$ cat src/rtl/dtr_trap_pkg.sv
package dtr_trap_pkg;

    localparam int EL_W       = 2;
    localparam int NUM_LEVELS = 1 << EL_W;
    localparam int EC_W       = 6;

    typedef enum logic [EL_W-1:0] {
        LVL_USER   = 2'd0,
        LVL_KERNEL = 2'd1,
        LVL_HYP    = 2'd2,
        LVL_MON    = 2'd3
    } level_e;

    typedef struct packed {
        logic [1:0] op0;
        logic [2:0] op1;
        logic [3:0] crn;
        logic [3:0] crm;
        logic [2:0] op2;
    } sreg_enc_t;

    localparam sreg_enc_t DTR_ENC = '{
        op0: 2'b10, op1: 3'b011, crn: 4'b0000, crm: 4'b0100, op2: 3'b000
    };

    localparam logic [EC_W-1:0] EC_DBG_ACCESS = 6'h18;

    typedef struct packed {
        logic el2_enabled;
        logic el3_present;
        logic el1_narrow;
        logic el2_narrow;
        logic el3_narrow;
        logic user_comms_trap;
        logic host_route;
        logic el2_dbg_route;
        logic el2_dbg_access;
        logic el3_dbg_access;
    } trap_ctrl_t;

    typedef struct packed {
        logic   trap;
        level_e target;
    } verdict_t;

    // Qualified conditions shared by every level's chain.
    typedef struct packed {
        logic el1_wide;
        logic el2_wide;
        logic el3_wide;
        logic el2_dbg_any;
        logic el3_dbg_hit;
    } gate_t;

    function automatic gate_t derive_gates(input trap_ctrl_t c);
        gate_t g;
        g.el1_wide    = !c.el1_narrow;
        g.el2_wide    = c.el2_enabled && !c.el2_narrow;
        g.el3_wide    = c.el3_present && !c.el3_narrow;
        g.el2_dbg_any = c.el2_dbg_route || c.el2_dbg_access;
        g.el3_dbg_hit = g.el3_wide && c.el3_dbg_access;
        return g;
    endfunction

    function automatic verdict_t pass_through();
        verdict_t v;
        v.trap   = 1'b0;
        v.target = LVL_USER;
        return v;
    endfunction

    function automatic verdict_t trap_to(input level_e lvl);
        verdict_t v;
        v.trap   = 1'b1;
        v.target = lvl;
        return v;
    endfunction

endpackage

$ cat src/rtl/dtr_enc_match.sv
module dtr_enc_match
    import dtr_trap_pkg::*;
#(
    parameter sreg_enc_t MATCH = DTR_ENC
) (
    input  sreg_enc_t enc,
    output logic      hit
);
    localparam int FIELDS = 5;

    logic [FIELDS-1:0] field_eq;

    always_comb begin
        field_eq[0] = (enc.op0 == MATCH.op0);
        field_eq[1] = (enc.op1 == MATCH.op1);
        field_eq[2] = (enc.crn == MATCH.crn);
        field_eq[3] = (enc.crm == MATCH.crm);
        field_eq[4] = (enc.op2 == MATCH.op2);
    end

    assign hit = &field_eq;

endmodule

$ cat src/rtl/dtr_level_chain.sv
module dtr_level_chain
    import dtr_trap_pkg::*;
#(
    parameter level_e LEVEL = LVL_USER
) (
    input  trap_ctrl_t ctrl,
    output verdict_t   verdict
);
    gate_t g;
    logic  unused_ctrl_bits;

    assign g                = derive_gates(ctrl);
    assign unused_ctrl_bits = ^{ctrl, g};

    if (LEVEL == LVL_USER) begin : g_user
        always_comb begin
            if (g.el1_wide && ctrl.user_comms_trap) begin
                verdict = (g.el2_wide && ctrl.host_route) ? trap_to(LVL_HYP)
                                                          : trap_to(LVL_KERNEL);
            end else if (g.el2_wide && (ctrl.host_route || g.el2_dbg_any)) begin
                verdict = trap_to(LVL_HYP);
            end else if (g.el3_dbg_hit) begin
                verdict = trap_to(LVL_MON);
            end else begin
                verdict = pass_through();
            end
        end
    end else if (LEVEL == LVL_KERNEL) begin : g_kernel
        always_comb begin
            if (g.el2_wide && g.el2_dbg_any) begin
                verdict = trap_to(LVL_HYP);
            end else if (g.el3_dbg_hit) begin
                verdict = trap_to(LVL_MON);
            end else begin
                verdict = pass_through();
            end
        end
    end else if (LEVEL == LVL_HYP) begin : g_hyp
        always_comb begin
            verdict = g.el3_dbg_hit ? trap_to(LVL_MON) : pass_through();
        end
    end else begin : g_mon
        assign verdict = pass_through();
    end

endmodule

$ cat src/rtl/dtr_verdict_mux.sv
module dtr_verdict_mux
    import dtr_trap_pkg::*;
#(
    parameter int LEVELS = NUM_LEVELS,
    parameter logic [EC_W-1:0] TRAP_EC = EC_DBG_ACCESS
) (
    input  level_e          cur,
    input  logic            hit,
    input  verdict_t        cand [LEVELS],
    output logic            allow,
    output logic            trap,
    output logic [EL_W-1:0] trap_el,
    output logic [EC_W-1:0] trap_class
);
    verdict_t sel;

    assign sel        = cand[cur];
    assign trap       = hit && sel.trap;
    assign allow      = hit && !sel.trap;
    assign trap_el    = trap ? sel.target : '0;
    assign trap_class = trap ? TRAP_EC : '0;

    always_comb begin
        p_class_r3: assert (trap ? (trap_class == EC_DBG_ACCESS) : (trap_class == '0 && trap_el == '0));
    end

endmodule

$ cat src/rtl/dtr_trap_router.sv
module dtr_trap_router
    import dtr_trap_pkg::*;
(
    input  logic [1:0] cur_el,
    input  logic [1:0] op0,
    input  logic [2:0] op1,
    input  logic [3:0] crn,
    input  logic [3:0] crm,
    input  logic [2:0] op2,
    input  logic       is_write,
    input  logic       el2_enabled,
    input  logic       el3_present,
    input  logic       el1_narrow,
    input  logic       el2_narrow,
    input  logic       el3_narrow,
    input  logic       user_comms_trap,
    input  logic       host_route,
    input  logic       el2_dbg_route,
    input  logic       el2_dbg_access,
    input  logic       el3_dbg_access,
    output logic       allow,
    output logic       trap,
    output logic [1:0] trap_el,
    output logic [5:0] trap_class
);
    sreg_enc_t  enc;
    trap_ctrl_t ctrl;
    logic       hit;
    verdict_t   cand [NUM_LEVELS];
    logic       unused_dir;

    // Direction is deliberately not consulted: reads and writes share one rule set.
    assign unused_dir = is_write;

    assign enc = '{op0: op0, op1: op1, crn: crn, crm: crm, op2: op2};

    assign ctrl = '{
        el2_enabled:     el2_enabled,
        el3_present:     el3_present,
        el1_narrow:      el1_narrow,
        el2_narrow:      el2_narrow,
        el3_narrow:      el3_narrow,
        user_comms_trap: user_comms_trap,
        host_route:      host_route,
        el2_dbg_route:   el2_dbg_route,
        el2_dbg_access:  el2_dbg_access,
        el3_dbg_access:  el3_dbg_access
    };

    dtr_enc_match #(.MATCH(DTR_ENC)) u_match (
        .enc (enc),
        .hit (hit)
    );

    for (genvar lv = 0; lv < NUM_LEVELS; lv++) begin : g_lvl
        dtr_level_chain #(.LEVEL(level_e'(lv))) u_chain (
            .ctrl    (ctrl),
            .verdict (cand[lv])
        );
    end

    dtr_verdict_mux #(.LEVELS(NUM_LEVELS), .TRAP_EC(EC_DBG_ACCESS)) u_mux (
        .cur        (level_e'(cur_el)),
        .hit        (hit),
        .cand       (cand),
        .allow      (allow),
        .trap       (trap),
        .trap_el    (trap_el),
        .trap_class (trap_class)
    );

    always_comb begin
        p_nohit_r1:     assert (hit || (!allow && !trap));
        p_excl_r2:      assert (!hit || (allow ^ trap));
        p_upward_r6:    assert (!trap || (trap_el > cur_el));
        p_mon_allow_r8: assert (!(hit && cur_el == 2'd3) || allow);
    end

endmodule

$ cat config.mk
export PLATFORM = sky130hd
export DESIGN_NAME = dtr_trap_router
export DESIGN_NICKNAME = d
export VERILOG_FILES = /design/src/rtl/dtr_trap_pkg.sv /design/src/rtl/dtr_enc_match.sv /design/src/rtl/dtr_level_chain.sv /design/src/rtl/dtr_verdict_mux.sv /design/src/rtl/dtr_trap_router.sv
export SDC_FILE = /design/constraint.sdc
export NUM_CORES = 1
export LEC_CHECK = 0
export ABC_AREA = 1
export BUFFER_PORTS_ARGS = -buffer_cell sky130_fd_sc_hd__clkbuf_2
export CAP_MARGIN = 20
export CORE_AREA = 10 10 47 49
export DETAILED_ROUTE_END_ITERATION = 10
export DIE_AREA = 0 0 57 59
export PLACE_DENSITY = 0.78
export SETUP_SLACK_MARGIN = 0.1
export SLEW_MARGIN = 30
export SYNTH_ARGS = -nofsm -noshare
export SYNTH_HDL_FRONTEND = slang
export SYNTH_HIERARCHICAL = 1
export SYNTH_SLANG_ARGS = --single-unit
$ cat constraint.sdc
create_clock -name vclk -period 0.9
set_input_delay 0.045 -clock vclk [all_inputs]
set_output_delay 0.045 -clock vclk [all_outputs]
set_load 0.1 [all_outputs]
# Word-level counts from Yosys, hierarchy flattened
# Cells that the tools add are included.
[word_totals]
ff_bits = 0
in_bits = 29
out_inout_bits = 10
word_cells = 33
[op_classes]
n_lt_le_gt_ge = 1
eq_ne = 3
muxes = 10
bitwise = 1
reduce_logical = 18
[op_table]
columns = ["cell", "count"]
rows = [
  ["two-way mux 3 bit", 6],
  ["logical AND 1 bit", 9],
  ["binary-select mux 3 bit (select 2 bit)", 1],
  ["two-way mux 5 bit", 1],
  ["AND reduction 5 bit", 1],
  ["equality test 4 x 3 -> 1 bit, second input constant", 1],
  ["zero test 1 bit", 4],
  ["zero test 4 bit", 1],
  ["two-way mux 2 bit", 2],
  ["equality test 3 x 2 -> 1 bit, second input constant", 1],
  ["greater-or-equal comparator 3 bit, second input constant", 1],
  ["zero test 3 bit", 1],
  ["inverter 2 -> 3 bit", 1],
  ["equality test 2 bit, second input constant", 1],
  ["logical OR 1 bit", 2],
]

# Logic depth before layout (Yosys ltp)
[depth]
depth_word = 11
depth_mapped = 11

# Modules after synthesis
# Netlist, hierarchy kept.
[modules_own_cells]
columns = ["mod", "instances", "cells_each", "area_per_inst_um2", "seq_area_each_um2"]
rows = [
  ["dtr_verdict_mux", 1, 44, 210.2, 0.0],
  ["dtr_enc_match", 1, 27, 101.3, 0.0],
  ["dtr_level_chain (g_lvl[0].u_chain)", 1, 20, 90.1, 0.0],
  ["dtr_level_chain (g_lvl[1].u_chain)", 1, 11, 63.8, 0.0],
  ["dtr_level_chain (g_lvl[3].u_chain)", 1, 4, 26.3, 0.0],
  ["dtr_level_chain (g_lvl[2].u_chain)", 1, 4, 25.0, 0.0],
]

# Worst setup path after synthesis
# OpenSTA, ideal clock, no wires.
[synth_timing]
kind = "in2out"
from = "input port el2_dbg_access"
to = "output port allow"
arrival_time_ns = 2.009
t_required_ns = 0.855
slack_ns = -1.154
stages = 8
n_path_buf = 1
cell_sequence = "nor2_2 -> inv_1 -> nand2_1 -> nand2_1 -> buf_4 -> nand2_1 -> nand3_2 -> a21boi_1"
[synth_lines]
columns = ["element", "line_no", "source"]
rows = [
  ["start, declared", "dtr_trap_router.sv:19", "input logic el2_dbg_access,"],
  ["end, declared", "dtr_trap_router.sv:21", "output logic allow,"],
]

==> run_results.csv <==
group,metric,value,unit
global_route,grt_pass1_wl,2311,um
floorplan,ios,39,
layout,final_nets,173,
layout,nClkBuffers,0,
drt,routed_wl,1693,um
global_route,grt_overflow,0,
worst_setup_path,crit_type,"input port to output pin",
drt,vias_per_cell,4.114,
synthesis,synthCells,110,
synthesis,syn_avg_cell_area,4.698,sq um
pwr,power,0.0003603,W
synthesis,syn_area,516.7,sq um
sta,min_period_over_period,138.2,%
sta,rsz0062_at_grt,"yes",
min_path,hp-class,"input port to output pin",
synthesis,synth-warning-count,6,
worst_setup_path,end_kind,"output pin",
floorplan,coreArea,0.001401,sq mm
global_route,met2_usage,18.76,%
floorplan,fp.dieH,59,um
flow_run,maxCapViolCount,0,
sta,final.setup.tns,-1842,ps
layout,drive_gt1_share,48.59,%
drt,drc,0,
worst_setup_path,path_max_fanout,3,
sta,drv_slew,0,
place,dp_hpwl,1419,um
layout,num_antenna_cells,0,
sta,clock.fmax,803.9,MHz
global_route,top_usage_layer,"met2",
pwr,vdd_drop_max,0.0003163,V
pwr,p_per_area,403.9,mW/mm^2
sta,whs,604.1,ps
drt,ant_nets,0,
pwr,netSwitchingPower,0.0002216,W
pwr,intPower,0.0001387,W
pwr,seq_power_share,0,%
sta,fin_crit,1244,ps
place,routabilityCongestion,0.7509,
worst_setup_path,startpoint,"el2_dbg_route",
drt,drt_first_pass_iters,5,
drt,vias,650,
global_route,grt_util_all_layers,7.802,%
floorplan,chipWidth,57,um
synthesis,synth_area_leaders,"inv_1 (24%), nand2_1 (24%), buf_4 (17%)",
global_route,antenna_found_initial,0,
global_route,use_met3,0.4292,%
layout,design.seq.count,0,
synthesis,yosys.area.top_type,"inv_1",
layout,final_area,892.1,sq um
drt,wl_per_cell,10.72,um
global_route,use_met1,6.840,%
synthesis,netlist-cell-type-count,13,
pwr,p_leak,0.5219,nW
global_route,grt_max_degree,6,
worst_setup_path,required,850,ps
drt,drt-initial-drc-count,7,
floorplan,dieArea,0.003363,sq mm
floorplan,num_rows,14,
sta,setup_violations,6,
synthesis,synthTopCellsByCount,"inv_1 (33), nand2_1 (33), buf_4 (12), nor2_1 (12), nand3_1 (7)",
pwr,combPwrFrac,100.0,%
worst_setup_path,cp.arrival,1200,ps
place,placed_area,790.8,sq um
layout,fin_util,63.66,%
pwr,swShare,61.50,%
synthesis,synth_seq_area_share,0,%
run_status,violations,"setup timing",
clocking,post_cts_buffers,0,
run_status,status,"finished with violations",
layout,regArea,0,sq um
sta,hold_viol_final,0,
place,io_buffers,34,
pwr,power.share.clock,0,%
floorplan,start_util,36.88,%
layout,area_growth,72.64,%
worst_setup_path,startpoint_type,"input port",
min_path,hold_start,"cur_el[1]",
global_route,grt_pass1_vias,622,
sta,worst_slack,-344.0,ps
synthesis,synth_top_area_share,23.97,%
-- power by group through the flow --
| stage | Combinational (W) | Clock (W) | Sequential (W) |
|---|---|---|---|
| 3_3_place_gp | 0.000291 | 0 | 0 |
| 4_1_cts | 0.000303 | 0 | 0 |
| 2_1_floorplan | 0.000225 | 0 | 0 |
| 3_5_place_dp | 0.000303 | 0 | 0 |
| 5_1_grt | 0.000395 | 0 | 0 |
| 6_report | 0.000360 | 0 | 0 |
-- timing repair --
item | CTS | global route
endpoints found under the setup margin | 6 | 6
gates resized for setup | 0 | 33
pin swaps | 7 | 15
hold buffers | 0 | 0
-- cell families (layout without fill, tap and decap cells) --
group	after synthesis	in the layout	synth area share, %
compound gates	2	2	3.149
other cells	2	7	1.453
simple gates	60	60	53.27
buf+inv	46	73	42.13
-- final timing paths --
| check | slack (ps) | endpoint | cells after the start |
|---|---|---|---|
| setup / recovery | -340 | trap_el[0] | 13 |
| hold / removal | 600 | trap_el[1] | 6 |
-- metal layers --
layer / vias up / wire length (um)
li1: 355 / -
met1: 277 / 564
met2: 16 / 1075
met3: 2 / 36
met4: 0 / 17
met5: - / 0
-- critical path, stage by stage --
cell	delay [ps]
buf_8	100
nor2_2	110
nand2_1	80
nand2_2	120
nand3_2	80
nand2_1	60
inv_1	40
nand2_1	50
nand3_1	60
nand2_1	70
inv_1	50
nor2_2	140
buf_12	190
-- cell usage in the layout, fill, tap and decap left out --
cell type and n:
inv_2 5, nor2_2 5, buf_4 5, buf_12 6, nand3_2 2, nor2_1 6
nor2_4 5, nand3_1 5, nand3b_4 1, nand2_2 7, nand3_4 2, clkinvlp_4 1
clkbuf_2 22, buf_8 1, a21oi_2 1, inv_1 28, nand2_1 27, buf_6 5
conb_1 7, a21boi_2 1
-- per-stage QoR --
| step | cells | setup slack [ps] |
|---|---|---|
| final | 158 | -344.0 |
| after global routing | 158 | -438.3 |
| after CTS | 158 | -331.3 |
| after detailed placement | 158 | -343.0 |
| after global placement | 158 | -271.5 |
| after floorplan | 115 | -609.8 |
-- cell type report --
class | count | area (sq um)
well taps | 16 | 20.02
repair buffers | 39 | 339.1
inverters | 34 | 131.4
fillers | 125 | 509.2
multi-input cells | 69 | 401.6
No activity file was read; power rests on OpenSTA's default activity.
